[src/rtl/dma_term_pkg.sv]
package dma_term_pkg;
  typedef enum logic [1:0] {
    KIND_XFER  = 2'd0,
    KIND_SRCH  = 2'd1,
    KIND_XSRCH = 2'd2,
    KIND_RSVD  = 2'd3
  } kind_e;

  typedef enum logic [1:0] {
    MC_OFF      = 2'd0,
    MC_WORD_MIS = 2'd1,
    MC_WORD_HIT = 2'd2,
    MC_BYTE_HIT = 2'd3
  } mctl_e;

  typedef enum logic [1:0] {
    STEP_HOLD  = 2'd0,
    STEP_INC   = 2'd1,
    STEP_DEC   = 2'd2,
    STEP_HOLD3 = 2'd3
  } step_e;

  localparam int NCAUSE    = 3;
  localparam int CAUSE_TC  = 0;
  localparam int CAUSE_EOP = 1;
  localparam int CAUSE_MC  = 2;
  localparam int ACT_W     = 3;

  typedef struct packed {
    logic chain;
    logic reload;
    logic irq;
  } act_t;
endpackage

[src/rtl/dma_match_cmp.sv]
module dma_match_cmp
  import dma_term_pkg::*;
#(
  parameter int DW = 16,
  parameter int LANE = 8
) (
  input  logic [DW-1:0] data,
  input  logic [DW-1:0] pattern,
  input  logic [DW-1:0] mask,
  input  mctl_e         mctl,
  output logic          hit
);
  logic [DW-1:0] diff;
  assign diff = (data ^ pattern) & ~mask;

  always_comb begin
    case (mctl)
      MC_WORD_MIS: hit = |diff;
      MC_WORD_HIT: hit = ~|diff;
      MC_BYTE_HIT: hit = ~|diff[LANE-1:0];
      default:     hit = 1'b0;
    endcase
  end
endmodule

[src/rtl/dma_count_ctr.sv]
module dma_count_ctr #(
  parameter int CW = 16
) (
  input  logic          clk,
  input  logic          rst_n,
  input  logic          load,
  input  logic [CW-1:0] load_val,
  input  logic          dec,
  input  logic          reload,
  output logic [CW-1:0] q,
  output logic          last
);
  logic [CW-1:0] base_q;

  always_ff @(posedge clk) begin
    if (!rst_n) begin
      q      <= '0;
      base_q <= '0;
    end else if (load) begin
      q      <= load_val;
      base_q <= load_val;
    end else if (reload) begin
      q <= base_q;
    end else if (dec) begin
      q <= q - CW'(1);
    end
  end

  assign last = (q == CW'(1));

  // a plain decrement moves the count down by exactly one
  p_dec_by_one_r2: assert property (@(posedge clk) disable iff (!rst_n)
    (dec && !load && !reload) |=> (q == $past(q) - CW'(1)));
endmodule

[src/rtl/dma_addr_ctr.sv]
module dma_addr_ctr
  import dma_term_pkg::*;
#(
  parameter int AW = 22
) (
  input  logic          clk,
  input  logic          rst_n,
  input  logic          load,
  input  logic [AW-1:0] load_val,
  input  step_e         load_mode,
  input  logic          step_en,
  input  logic          reload,
  output logic [AW-1:0] q
);
  logic [AW-1:0] base_q;
  step_e         mode_q;

  always_ff @(posedge clk) begin
    if (!rst_n) begin
      q      <= '0;
      base_q <= '0;
      mode_q <= STEP_HOLD;
    end else if (load) begin
      q      <= load_val;
      base_q <= load_val;
      mode_q <= load_mode;
    end else if (reload) begin
      q <= base_q;
    end else if (step_en) begin
      case (mode_q)
        STEP_INC: q <= q + AW'(1);
        STEP_DEC: q <= q - AW'(1);
        default:  q <= q;
      endcase
    end
  end

  // hold modes keep the address while words flow
  p_hold_stable_r8: assert property (@(posedge clk) disable iff (!rst_n)
    (step_en && !load && !reload && (mode_q == STEP_HOLD || mode_q == STEP_HOLD3))
      |=> $stable(q));

  // increment mode advances by one
  p_step_inc_r8: assert property (@(posedge clk) disable iff (!rst_n)
    (step_en && !load && !reload && mode_q == STEP_INC) |=> (q == $past(q) + AW'(1)));
endmodule

[src/rtl/dma_term_unit.sv]
module dma_term_unit
  import dma_term_pkg::*;
#(
  parameter int DW = 16,
  parameter int AW = 22,
  parameter int CW = 16
) (
  input  logic             clk,
  input  logic             rst_n,
  input  logic             start,
  input  logic [1:0]       cfg_kind,
  input  logic [1:0]       cfg_match,
  input  logic             cfg_flip,
  input  logic [DW-1:0]    cfg_pattern,
  input  logic [DW-1:0]    cfg_mask,
  input  logic [8:0]       cfg_opts,
  input  logic [CW-1:0]    cfg_count,
  input  logic [AW-1:0]    cfg_addr_a,
  input  logic [AW-1:0]    cfg_addr_b,
  input  logic [1:0]       cfg_step_a,
  input  logic [1:0]       cfg_step_b,
  input  logic             eop_in,
  input  logic             s_valid,
  output logic             s_ready,
  input  logic [DW-1:0]    s_data,
  output logic             busy_o,
  output logic             term_o,
  output logic [2:0]       cause_o,
  output logic             irq_o,
  output logic             reload_o,
  output logic             chain_o,
  output logic [CW-1:0]    count_o,
  output logic [AW-1:0]    addr_a_o,
  output logic [AW-1:0]    addr_b_o
);
  localparam int OPT_W = NCAUSE * ACT_W;
  localparam int NADDR = 2;

  // latched setup
  kind_e            kind_q;
  mctl_e            mctl_q;
  logic             flip_q;
  logic [DW-1:0]    pat_q;
  logic [DW-1:0]    mask_q;
  logic [OPT_W-1:0] opts_q;

  logic             busy_q;
  logic             start_ok;
  logic             beat;
  logic             hit;
  logic             srch_kind;
  logic             cnt_last;
  logic [NCAUSE-1:0] causes;
  logic             fin;
  act_t             act_vec [NCAUSE];
  act_t             act_any;
  logic             do_reload;

  assign start_ok  = start && !busy_q;
  assign beat      = s_valid && busy_q;
  assign s_ready   = busy_q;
  assign busy_o    = busy_q;
  assign srch_kind = (kind_q == KIND_SRCH) || (kind_q == KIND_XSRCH);

  always_ff @(posedge clk) begin
    if (!rst_n) begin
      kind_q <= KIND_XFER;
      mctl_q <= MC_OFF;
      flip_q <= 1'b0;
      pat_q  <= '0;
      mask_q <= '0;
      opts_q <= '0;
    end else if (start_ok) begin
      kind_q <= kind_e'(cfg_kind);
      mctl_q <= mctl_e'(cfg_match);
      flip_q <= cfg_flip;
      pat_q  <= cfg_pattern;
      mask_q <= cfg_mask;
      opts_q <= cfg_opts;
    end
  end

  dma_match_cmp #(.DW(DW), .LANE(8)) u_cmp (
    .data    (s_data),
    .pattern (pat_q),
    .mask    (mask_q),
    .mctl    (mctl_q),
    .hit     (hit)
  );

  assign causes[CAUSE_TC]  = beat && cnt_last;
  assign causes[CAUSE_EOP] = busy_q && eop_in;
  assign causes[CAUSE_MC]  = beat && srch_kind && hit;
  assign fin = |causes;

  for (genvar c = 0; c < NCAUSE; c++) begin : g_act
    assign act_vec[c] = causes[c] ? act_t'(opts_q[c*ACT_W +: ACT_W]) : act_t'('0);
  end

  always_comb begin
    act_any = '0;
    for (int c = 0; c < NCAUSE; c++) begin
      act_any = act_any | act_vec[c];
    end
  end

  assign do_reload = fin && act_any.reload;

  dma_count_ctr #(.CW(CW)) u_cnt (
    .clk      (clk),
    .rst_n    (rst_n),
    .load     (start_ok),
    .load_val (cfg_count),
    .dec      (beat),
    .reload   (do_reload),
    .q        (count_o),
    .last     (cnt_last)
  );

  // address A is index 0, address B is index 1
  logic [AW-1:0] a_load [NADDR];
  step_e         a_mode [NADDR];
  logic          a_step [NADDR];
  logic [AW-1:0] a_q    [NADDR];

  assign a_load[0] = cfg_addr_a;
  assign a_load[1] = cfg_addr_b;
  assign a_mode[0] = step_e'(cfg_step_a);
  assign a_mode[1] = step_e'(cfg_step_b);

  for (genvar g = 0; g < NADDR; g++) begin : g_addr
    // in a search only the source side moves; flip picks the source
    logic is_src;
    assign is_src    = (flip_q == (g == 1));
    assign a_step[g] = beat && ((kind_q != KIND_SRCH) || is_src);

    dma_addr_ctr #(.AW(AW)) u_addr (
      .clk       (clk),
      .rst_n     (rst_n),
      .load      (start_ok),
      .load_val  (a_load[g]),
      .load_mode (a_mode[g]),
      .step_en   (a_step[g]),
      .reload    (do_reload),
      .q         (a_q[g])
    );
  end

  assign addr_a_o = a_q[0];
  assign addr_b_o = a_q[1];

  always_ff @(posedge clk) begin
    if (!rst_n) begin
      busy_q   <= 1'b0;
      cause_o  <= '0;
      term_o   <= 1'b0;
      irq_o    <= 1'b0;
      reload_o <= 1'b0;
      chain_o  <= 1'b0;
    end else begin
      term_o   <= fin;
      irq_o    <= fin && act_any.irq;
      reload_o <= do_reload;
      chain_o  <= fin && act_any.chain;
      if (start_ok) begin
        busy_q  <= 1'b1;
        cause_o <= '0;
      end else if (fin) begin
        busy_q  <= 1'b0;
        cause_o <= causes;
      end
    end
  end

  // an accepted start leaves the unit running with no cause recorded
  p_start_clears_r1: assert property (@(posedge clk) disable iff (!rst_n)
    start_ok |=> (busy_o && cause_o == 3'b000));

  // end-of-process while running always stops the operation
  p_eop_ends_r9: assert property (@(posedge clk) disable iff (!rst_n)
    (busy_o && eop_in) |=> (!busy_o && cause_o[CAUSE_EOP]));

  // a termination pulse always comes with a recorded cause and an idle unit
  p_term_cause_r10: assert property (@(posedge clk) disable iff (!rst_n)
    term_o |-> (!busy_o && cause_o != 3'b000));

  // action pulses only accompany a termination
  p_act_with_term_r11: assert property (@(posedge clk) disable iff (!rst_n)
    (irq_o || reload_o || chain_o) |-> term_o);

  // a fully masked word compare matches any accepted word in a search kind
  p_full_mask_r4: assert property (@(posedge clk) disable iff (!rst_n)
    (beat && srch_kind && mctl_q == MC_WORD_HIT && mask_q == '1) |=> cause_o[CAUSE_MC]);

  // the last count word ends the operation as terminal count
  p_tc_end_r3: assert property (@(posedge clk) disable iff (!rst_n)
    (beat && count_o == CW'(1)) |=> (term_o && cause_o[CAUSE_TC]));
endmodule

[config.mk]
export PLATFORM = sky130hd
export DESIGN_NAME = dma_term_unit
export DESIGN_NICKNAME = d
export VERILOG_FILES = /design/src/rtl/dma_term_pkg.sv /design/src/rtl/dma_match_cmp.sv /design/src/rtl/dma_count_ctr.sv /design/src/rtl/dma_addr_ctr.sv /design/src/rtl/dma_term_unit.sv
export SDC_FILE = /design/constraint.sdc
export NUM_CORES = 1
export LEC_CHECK = 0
export BUFFER_PORTS_ARGS = -buffer_cell sky130_fd_sc_hd__buf_4
export CORE_UTILIZATION = 40
export CTS_BUF_LIST = sky130_fd_sc_hd__clkbuf_4 sky130_fd_sc_hd__clkbuf_8
export DETAILED_ROUTE_END_ITERATION = 6
export HOLD_SLACK_MARGIN = 0.02
export SLEW_MARGIN = 10
export SYNTH_ARGS = -nofsm -noshare
export SYNTH_HDL_FRONTEND = slang
export SYNTH_SLANG_ARGS = --single-unit
[constraint.sdc]
create_clock -name clk -period 9.25 [get_ports clk]
set_input_delay 1.3875 -clock clk [delete_from_list [all_inputs] [get_ports clk]]
set_output_delay 1.3875 -clock clk [all_outputs]
set_load 0.1 [all_outputs]
==> results.md, run 1 <==
* Initial antenna violation count at 0
* Pre-antenna DRT Iters at 5
* Clk_lat worst skew at 0.47 ns
* Critical Path RT at 9.60 ns
* H-tree depth at 4
* Crit path time final at 4.03 ns
* Crit path DAT at 4.38 ns
* Die Area at 25600 um2
* Sw Ratio at 39.6%
* Util after Layout at 48.9%
* Vias at 9674
* Number of DRC markers in iteration 0 at 551
* Longest Clk Path Bufs at 2
* Share of cells above drive strength 1 at 19.2%
* Sequential-to-total area share from yosys stat at 35.7%
* R2R cell count at 11
* Initial Utilization at 40.9%
* Vias in the first global route at 9182
* Commonest non-fill, non-tap cell in the layout: nand2_1
* Max Cap Violations at 0
* Slew at the pin closest to its max-slew limit at 1.06 ns
* Syn avg cell area at 7.82 um2
* Global-route wire length before repair at 48600 um
* Pin count of the biggest net entering global routing at 91
* Io pins at 200
* Gr usage total at 23.5%
* Number of cells produced by synthesis at 1275
* R2R setup slack at 5.66 ns
* Relative slew slack at 29.2%
* Final setup TNS at 0 ns
* Number of synthesized flops with an enable pin at 0
* Worst clock skew at 0.0180 ns
* WL per Instance at 17.0 um
* Area Overhead vs Synth at 19.6%
* Count of pins over their slew limit at 0
* Reg-to-Reg End: g_addr[0].u_addr.q[21]
* Postcts setup bufs at 0
* Synth cell types at 75
* Clock sinks at 178
* Critical path type: input pin to register
* Routed WL at 29800 um
* Logic gate share of total power at 32.2%
* Clock buffer count from CTS at 17
* Clock Power Share at 26.2%
* Outcome: finished clean
* FF-to-FF Start: g_addr[0].u_addr.mode_q[0]
* Critical Path Sink Type: register
* Most frequent cells in the layout: 258 x nand2_1, 210 x buf_4, 178 x dfxtp_1
* Root Driver: clkbuf_8
* CP max FO at 29
* Critical path origin: s_data[3]
* RSZ-0062 raised after global routing: false
* Final Hold Vio Count at 0
* Synthesized flop and latch total at 178
* Synthesized area at 9980 um2
* Top_reg_cell synth: dfxtp_1
* Internal Pwr Total at 1.28 mW
* Fin nets at 1592
* # diodes at 0
* GR Overflow Total at 0
* Pwr/cell area at 178 nW/um2
* Core box area at 24400 um2
* Reg power frac at 41.6%
* Peak Freq at 0.248 GHz
* CP Launch Type: input pin
* Die H at 160 um
* Pleak at 4.91 nW
* DIE WIDTH at 160 um
* Post-cts sizing count at 0
* Peak supply drop at 0.0864 mV
* Detailed placement HPWL at 20100 um
* Sw power at 0.838 mW
* Hold buffers post-CTS at 0
* RD Place Congestion at 0.887
* Tcrit/Tclk final at 43.5%
* DRC errors left at 0
* Endpoints failing setup at 0
* Number of synthesis warnings at 0
* # rows at 57
* Via/cell ratio at 5.52
* Port bufs at 199
* Reg clk slew, reported paths at 0.09 ns
* Post-DRT Antenna Nets at 0
* Worst hold path class: register to register
* Syn_nets at 1452
* Synth async-reset ratio at 0%
* CP endpoint: g_addr[1].u_addr.q[21]
* TritonCTS clock tree: built
==> power by group through the flow <==
stage	clock [mW]	sequential, mW	combinational (mW)
6_report	0.555	0.881	0.682
5_1_grt	0.602	0.889	0.740
4_1_cts	0.569	0.882	0.685
3_5_place_dp	0	0.899	0.683
3_3_place_gp	0	0.899	0.677
2_1_floorplan	0	1.09	0.315
==> critical path, stage by stage <==
cell	delay, ns
buf_4	0.11
xnor2_1	0.15
o22ai_1	0.09
nor4_1	0.51
nand3b_1	0.17
and4_1	0.56
nor2_4	0.44
buf_4	0.50
o211ai_1	0.16
o221a_2	0.28
==> registers in the layout, indices dropped and copies added, names as in the netlist <==
register              flops
kind_q                    2
opts_q                    9
mask_q                   16
pat_q                    16
cause_o                   3
g_addr.u_addr.q          44
u_cnt.base_q             16
flip_q                    1
chain_o                   1
busy_o                    1
u_cnt.q                  16
term_o                    1
mctl_q                    2
irq_o                     1
g_addr.u_addr.base_q     44
g_addr.u_addr.mode_q      4
reload_o                  1
==> logic make-up after synthesis <==
| group | share of synthesized area (%) |
|---|---|
| muxes | 0.502 |
| adders and majority gates | 5.92 |
| and+or+nand+nor | 21.5 |
| AOI/OAI and AO/OA | 25.8 |
| xor gates and xnor gates | 5.27 |
| buffers and inverters | 5.22 |
| DFF | 35.7 |
==> layer usage <==
| metal | track usage [%] | vias to the layer above | routed length [um] |
|---|---|---|---|
| met1 | 31.1 | 4559 | 13700 |
| met5 | 0 | - | 0 |
| met3 | 6.03 | 24 | 2000 |
| met4 | 6.80 | 0 | 474 |
| met2 | 37.4 | 240 | 13600 |
| li1 | - | 4851 | - |
==> worst min-delay path by stage <==
stage,start,to,slack [ns],cells after the start
2_1_floorplan,g_addr[0].u_addr.base_q[14],g_addr[0].u_addr.base_q[14],0.43,2
4_1_cts,g_addr[0].u_addr.base_q[19],g_addr[0].u_addr.base_q[19],0.46,2
3_5_place_dp,g_addr[0].u_addr.base_q[4],g_addr[0].u_addr.q[4],0.44,2
3_3_place_gp,g_addr[0].u_addr.base_q[14],g_addr[0].u_addr.base_q[14],0.44,2
5_1_grt,g_addr[1].u_addr.base_q[20],g_addr[1].u_addr.base_q[20],0.47,2
6_report,opts_q[4],opts_q[4],0.46,2
==> cell type report <==
cell class | count | area [um2]
inverter | 21 | 81.3
sequential | 178 | 3560
clock inverter | 13 | 138
clock buffer | 19 | 255
tap | 324 | 405
multi-input combinational | 987 | 5910
timing repair buffer | 210 | 1580
fill | 2510 | 12500
==> Yosys cell counts, drive strengths merged, types with 8 or more instances <==
cell / n / area, um2
xnor2: 44 / 385
dfxtp: 178 / 3560
ha: 44 / 551
a211oi: 25 / 188
nand4: 10 / 62.6
inv: 20 / 75.1
clkbuf: 56 / 210
nor4: 10 / 96.4
xor2: 16 / 140
nor2: 49 / 199
nand2b: 13 / 81.3
a21oi: 158 / 795
a21o: 15 / 120
a31oi: 18 / 113
nand2: 259 / 975
o211ai: 50 / 420
o22ai: 10 / 62.6
a311oi: 8 / 70.1
nand3: 64 / 330
buf: 33 / 231
nor3: 25 / 125
o21ai: 70 / 350
and3: 11 / 73.8
==> through the flow <==
step           power (mW)  cell area [um2]  std cells  hold WS [ns]  setup WS, ns
5_1_grt              2.23            11900       1752         0.472          4.91
2_1_floorplan        1.41             9980       1275         0.431          6.16
3_3_place_gp         1.58            11500       1720         0.439          4.79
4_1_cts              2.14            11900       1752         0.457          5.27
6_report             2.12            11900       1752         0.455          5.22
3_5_place_dp         1.58            11500       1720         0.443          4.76
(Power assumes the default switching activity.)
==> run 2, diff against run 1 <==
- clock period: 9.25 -> 3.61 ns (I/O delays scaled with it)
==> run 2 against run 1 <==
The flow now finishes with violations (DRC). Total power increased to 2.6 times the previous value. Non-clock buffer count increased by 20. Sequential power increased to 2.6 times the previous value. Clock-buffer cell count decreased by 1. Register-to-register slack got worse by 5.3 ns. Clock skew increased by 0.014 ns. Largest cell class unchanged. Sequential share of layout area decreased by 0.41 points. Critical path depth increased by 1. Critical path type is now register to register. Largest power group unchanged. Wire length increased by 2.4%.
==> results.md, run 2 (synthesis gave the netlist of run 1 again) <==
* Outcome: finished, violations left (was finished clean)
* Failing checks: DRC
* Critical Path Sink Type: register (unchanged)
* Via/cell ratio at 5.47 (was 5.52)
* Crit path DAT at 3.59 ns (was 4.38 ns)
* Regs by FF count: g_addr.u_addr.base_q x44, g_addr.u_addr.q x44 (unchanged)
* Commonest non-fill, non-tap cell in the layout: nand2_1 (unchanged)
* CP max FO at 14 (was 29)
* Pre-antenna DRT Iters at 7 (was 5)
* Count of pins over their slew limit at 0 (unchanged)
* Reg clk slew, reported paths at 0.12 ns (was 0.09 ns)
* Vias in the first global route at 9338 (was 9182)
* Number of DRC markers in iteration 0 at 539 (was 551)
* Area Overhead vs Synth at 21.2% (was 19.6%)
* Port bufs at 199 (unchanged)
* Gr usage total at 24.0% (was 23.5%)
* Final setup TNS at 0 ns (unchanged)
* Peak Freq at 0.310 GHz
* Routed WL at 30500 um (was 29800 um)
* Tcrit/Tclk final at 89.4%
* GR Overflow Total at 0 (unchanged)
* Hold buffers post-CTS at 0 (unchanged)
* Share of cells above drive strength 1 at 20.3% (was 19.2%)
* Vias at 9686 (was 9674)
* # diodes at 0 (unchanged)
* Initial antenna violation count at 0 (unchanged)
* Peak supply drop at 0.239 mV (was 0.0864 mV)
* Pleak at 5.01 nW (was 4.91 nW)
* Place WS at 0.391 ns (was 4.76 ns)
* Slew at the pin closest to its max-slew limit at 0.759 ns (was 1.06 ns)
* TritonCTS clock tree: built (unchanged)
* RSZ-0062 raised after global routing: false (unchanged)
* Pin count of the biggest net entering global routing at 137 (was 91)
* Postcts setup bufs at 0 (unchanged)
* Longest Clk Path Bufs at 2 (unchanged)
* Clk_lat worst skew at 0.48 ns (was 0.47 ns)
* Detailed placement HPWL at 21200 um (was 20100 um)
* Fin nets at 1612 (was 1592)
* Io pins at 200 (unchanged)
* DIE WIDTH at 160 um (unchanged)
* H-tree depth at 4 (unchanged)
* CP Launch Type: register (was input pin)
* Critical Path RT at 3.97 ns (was 9.60 ns)
* Post-cts sizing count at 0 (unchanged)
* Die H at 160 um (unchanged)
* # rows at 57 (unchanged)
* Critical path type: register to register (was input pin to register)
* Die Area at 25600 um2 (unchanged)
* WL per Instance at 17.2 um (was 17.0 um)
* Final Hold Vio Count at 0 (unchanged)
* Final WS setup at 0.381 ns (was 5.22 ns)
* Worst clock skew at 0.0319 ns (was 0.0180 ns)
* Clock buffer count from CTS at 17 (unchanged)
* Pwr/cell area at 448 nW/um2 (was 178 nW/um2)
* RD Place Congestion at 0.906 (was 0.887)
* Max Cap Violations at 0 (unchanged)
* Core box area at 24400 um2 (unchanged)
* Worst hold path class: input pin to register (was register to register)
* Crit path time final at 3.23 ns
* Endpoints failing setup at 0 (unchanged)
* Clock sinks at 178 (unchanged)
* Root Driver: clkbuf_8 (unchanged)
* Post-DRT Antenna Nets at 0 (unchanged)
* Relative slew slack at 49.4% (was 29.2%)
* Most frequent cells in the layout: 258 x nand2_1, 228 x buf_4, 178 x dfxtp_1 (was 258 x nand2_1, 210 x buf_4, 178 x dfxtp_1)
* DRC errors left at 12 (was 0)
* Initial Utilization at 40.9% (unchanged)
* Global-route wire length before repair at 49600 um (was 48600 um)
==> run 2: cell types whose count changed in the layout (fill, tap and decap cells not counted), sizes merged <==
cell    before  now
inv         30   29
clkinv       2    5
clkbuf      19   18
buf        210  230
bufinv       1    0
==> run 2: stage by stage <==
| stage | util (%) | power (mW) | hold WS (ns) | area, um2 | instances |
|---|---|---|---|---|---|
| 6_report | 49.6 | 5.42 | 0.294 | 12100 | 1772 |
| 5_1_grt | 49.6 | 5.72 | 0.266 | 12100 | 1772 |
| 4_1_cts | 49.6 | 5.47 | 0.270 | 12100 | 1772 |
| 3_5_place_dp | 48.0 | 4.08 | 0.444 | 11700 | 1740 |
| 3_3_place_gp | 48.0 | 4.07 | 0.440 | 11700 | 1740 |
| 2_1_floorplan | - | 3.60 | 0.431 | 9980 | 1275 |
==> run 2: worst paths after layout <==
kind                               startpoint                           to  slack (ns)  cells after the start
setup / recovery   g_addr[1].u_addr.mode_q[1]       g_addr[1].u_addr.q[20]        0.38                     11
hold / removal                   cfg_mask[10]                   mask_q[10]        0.29                      3
setup reg to reg   g_addr[1].u_addr.mode_q[1]       g_addr[1].u_addr.q[20]        0.38                     11
hold reg to reg   g_addr[0].u_addr.base_q[14]  g_addr[0].u_addr.base_q[14]        0.46                      2
==> run 2: area by class of cell <==
type / count / area [um2]
Inverter: 21 / 81.3
Clock inverter: 14 / 138
Sequential cell: 178 / 3560
Fill cell: 2517 / 12300
Timing Repair Buffer: 230 / 1750
Tap cell: 324 / 405
Multi-Input combinational cell: 987 / 5910
Clock buffer: 18 / 248
==> run 2: where the power goes <==
part / total (mW) / internal, mW / switching [mW]
Combinational: 1.78 / 0.582 / 1.20
Clock: 1.39 / 0.532 / 0.854
Sequential: 2.26 / 2.11 / 0.143
==> run 2: per-layer routing <==
| layer | track usage, % | wire (um) |
|---|---|---|
| met4 | 4.81 | 278 |
| met5 | 0 | 0 |
| met3 | 6.16 | 2000 |
| met1 | 32.0 | 14200 |
| met2 | 39.0 | 14000 |
==> run 2: worst max-delay path, cell delays in order, from the launching register on <==
cell	delay, ns
dfxtp_1	0.37
ha_1	0.56
inv_1	0.12
fa_1	0.41
nand2b_1	0.18
a21oi_1	0.33
o2111ai_1	0.24
a21oi_1	0.28
a21oi_1	0.12
xnor2_1	0.15
a211oi_1	0.25
o21ai_1	0.10
==> run 3, diff against run 2 <==
- clock period: 3.61 -> 3.4 ns (I/O delays scaled with it)
==> run 3 against run 2 <==
Fmax up 3.7%. First-iteration DRC count down 6.1%. Combinational power up 6%. Die area unchanged. Sequential power up 6%. Wire length down 1.7%. Global-route usage down 0.67 points. Utilization up 0.11 points. Critical path depth up 1. Flip-flop and latch count unchanged. The flow now finishes without violations. Clock-buffer cell count unchanged.
==> results.md, run 3 (synthesis gave the netlist of run 1 again) <==
* Outcome: finished clean (was finished, violations left)
* TritonCTS clock tree: built (unchanged)
* Non-filler instance count after layout at 1773 (was 1772)
* Critical Path Sink Type: register (unchanged)
* Util after Layout at 49.7% (was 49.6%)
* CP max FO at 14 (unchanged)
* Vias in the first global route at 9080 (was 9338)
* Initial antenna violation count at 1 (was 0)
* Worst hold path class: input pin to register (unchanged)
* Cell Area, Placed at 11700 um2 (unchanged)
* Peak Freq at 0.321 GHz (was 0.310 GHz)
* Die H at 160 um (unchanged)
* Port bufs at 199 (unchanged)
* Post-cts sizing count at 0 (unchanged)
* Final Cell Area at 12100 um2 (about the same)
* Crit path time final at 3.11 ns (was 3.23 ns)
* Area Overhead vs Synth at 21.5% (was 21.2%)
* Crit path DAT at 3.46 ns (was 3.59 ns)
* DIE WIDTH at 160 um (unchanged)
* Initial Utilization at 40.9% (unchanged)
* Worst clock skew at 0.0224 ns (was 0.0319 ns)
* Final Hold Vio Count at 0 (unchanged)
* R2R cell count at 12 (was 11)
* Worst hold path endpoint: pat_q[10] (was mask_q[10])
* DRC errors left at 0 (was 12)
* Reg clk slew, reported paths at 0.11 ns (was 0.12 ns)
* Core box area at 24400 um2 (unchanged)
* Postcts setup bufs at 0 (unchanged)
* RD Place Congestion at 0.905 (was 0.906)
* Share of cells above drive strength 1 at 20.3% (unchanged)
* Critical Path RT at 3.75 ns (was 3.97 ns)
* Vias at 9654 (was 9686)
* Reg-to-Reg End: g_addr[1].u_addr.q[20] (unchanged)
* Reg area at 3560 um2 (unchanged)
* Fin nets at 1612 (unchanged)
* GR Overflow Total at 0 (unchanged)
* Placed Cells at 1740 (unchanged)
* WL per Instance at 16.9 um (was 17.2 um)
* Hold_sp: cfg_pattern[10] (was cfg_mask[10])
* Post-DRT Antenna Nets at 0 (unchanged)
* Fill cell count at 2501 (was 2517)
* Area occupied by multi-input gates at 5910 um2 (unchanged)
* Count of pins over their slew limit at 0 (unchanged)
* Clock buffer count from CTS at 17 (unchanged)
* R2R setup slack at 0.29 ns (was 0.38 ns)
* Regs by FF count: g_addr.u_addr.base_q x44, g_addr.u_addr.q x44 (unchanged)
* Pre-antenna DRT Iters at 5 (was 7)
* # rows at 57 (unchanged)
* Detailed placement HPWL at 21200 um (about the same)
* CP Launch Type: register (unchanged)
* Worst hold path depth at 3 (unchanged)
* Tcrit/Tclk final at 91.6% (was 89.4%)
* Max Cap Violations at 0 (unchanged)
* Via/cell ratio at 5.45 (was 5.47)
* Slew at the pin closest to its max-slew limit at 1.10 ns (was 0.759 ns)
* Relative slew slack at 26.4% (was 49.4%)
* H-tree depth at 4 (unchanged)
* Commonest non-fill, non-tap cell in the layout: nand2_1 (unchanged)
* Longest Clk Path Bufs at 2 (unchanged)
* Gr usage total at 23.3% (was 24.0%)
* Root Driver: clkbuf_8 (unchanged)
* FF-to-FF Start: g_addr[1].u_addr.mode_q[0] (was g_addr[1].u_addr.mode_q[1])
* Clock sinks at 178 (unchanged)
* Hold buffers post-CTS at 0 (unchanged)
* Global-route wire length before repair at 48400 um (was 49600 um)
* Critical path type: register to register (unchanged)
* Pwr/cell area at 482 nW/um2 (was 448 nW/um2)
* Most frequent cells in the layout: 258 x nand2_1, 228 x buf_4, 178 x dfxtp_1 (unchanged)
* Die Area at 25600 um2 (unchanged)
* Routed WL at 30000 um (was 30500 um)
* Pleak at 5.02 nW (was 5.01 nW)
* Number of DRC markers in iteration 0 at 506 (was 539)
* Io pins at 200 (unchanged)
* Final setup TNS at 0 ns (unchanged)
* RSZ-0062 raised after global routing: false (unchanged)
* Clk_lat worst skew at 0.47 ns (was 0.48 ns)
* Pin count of the biggest net entering global routing at 137 (unchanged)
* Peak supply drop at 0.241 mV (was 0.239 mV)
* Endpoints failing setup at 0 (unchanged)
[run 3: cell types whose count changed in the layout (fill, tap and decap cells not counted)]
cell | before | now
clkbuf_8 | 18 | 17
bufinv_16 | 0 | 2
inv_6 | 3 | 5
clkbuf_4 | 0 | 1
clkinv_4 | 3 | 2
inv_8 | 5 | 3
clkinv_8 | 1 | 0
diode_2 | 0 | 1
[run 3: layout make-up]
type,count,area share (%)
Antenna cell,1,0.0206
Clock buffer,18,1.99
Clock inverter,14,1.38
Inverter,21,0.671
Multi-Input combinational cell,987,48.7
Sequential cell,178,29.4
Tap cell,324,3.34
Timing Repair Buffer,230,14.5
[run 3: worst max-delay path by stage]
| stage | startpoint | end | slack, ns | cells past startpoint |
|---|---|---|---|---|
| floorplan | g_addr[1].u_addr.q[0] | g_addr[1].u_addr.q[14] | 0.31 | 10 |
| global placement | g_addr[1].u_addr.mode_q[0] | g_addr[1].u_addr.q[14] | 0.39 | 12 |
| detailed placement | g_addr[1].u_addr.mode_q[0] | g_addr[1].u_addr.q[14] | 0.32 | 12 |
| CTS | g_addr[1].u_addr.mode_q[0] | g_addr[1].u_addr.q[20] | 0.30 | 12 |
| global route | g_addr[1].u_addr.mode_q[0] | g_addr[1].u_addr.q[14] | 0.1 | 12 |
| finish | g_addr[1].u_addr.mode_q[0] | g_addr[1].u_addr.q[20] | 0.29 | 12 |
[run 3: per-layer routing]
layer	share of wire (%)	GRT usage [%]	vias to the layer above
li1	-	-	4902
met1	47	31.8	4500
met2	46	37.0	232
met3	6.2	5.45	20
met4	1.1	5.84	0
met5	0	0	-
[run 3: power breakdown]
part,switching (mW),internal (mW)
Sequential,0.155,2.24
Combinational,1.26,0.616
Clock,0.873,0.690
[run 3: through the flow]
| step | worst slack (ns) | total power [mW] | hold slack (ns) |
|---|---|---|---|
| 3_5_place_dp | 0.316 | 4.33 | 0.446 |
| 5_1_grt | 0.0966 | 6.15 | 0.244 |
| 3_3_place_gp | 0.393 | 4.32 | 0.440 |
| 6_report | 0.287 | 5.84 | 0.278 |
| 4_1_cts | 0.295 | 5.90 | 0.248 |
| 2_1_floorplan | 0.312 | 3.83 | 0.431 |
[run 3: critical path: stages, from the launching register on]
cell	delay, ns
dfxtp_1	0.32
inv_1	0.05
ha_1	0.52
inv_1	0.12
fa_1	0.41
nand2b_1	0.18
a21oi_1	0.29
o2111ai_1	0.23
a21oi_1	0.28
a21oi_1	0.12
xnor2_1	0.13
a211oi_1	0.25
o21ai_1	0.10
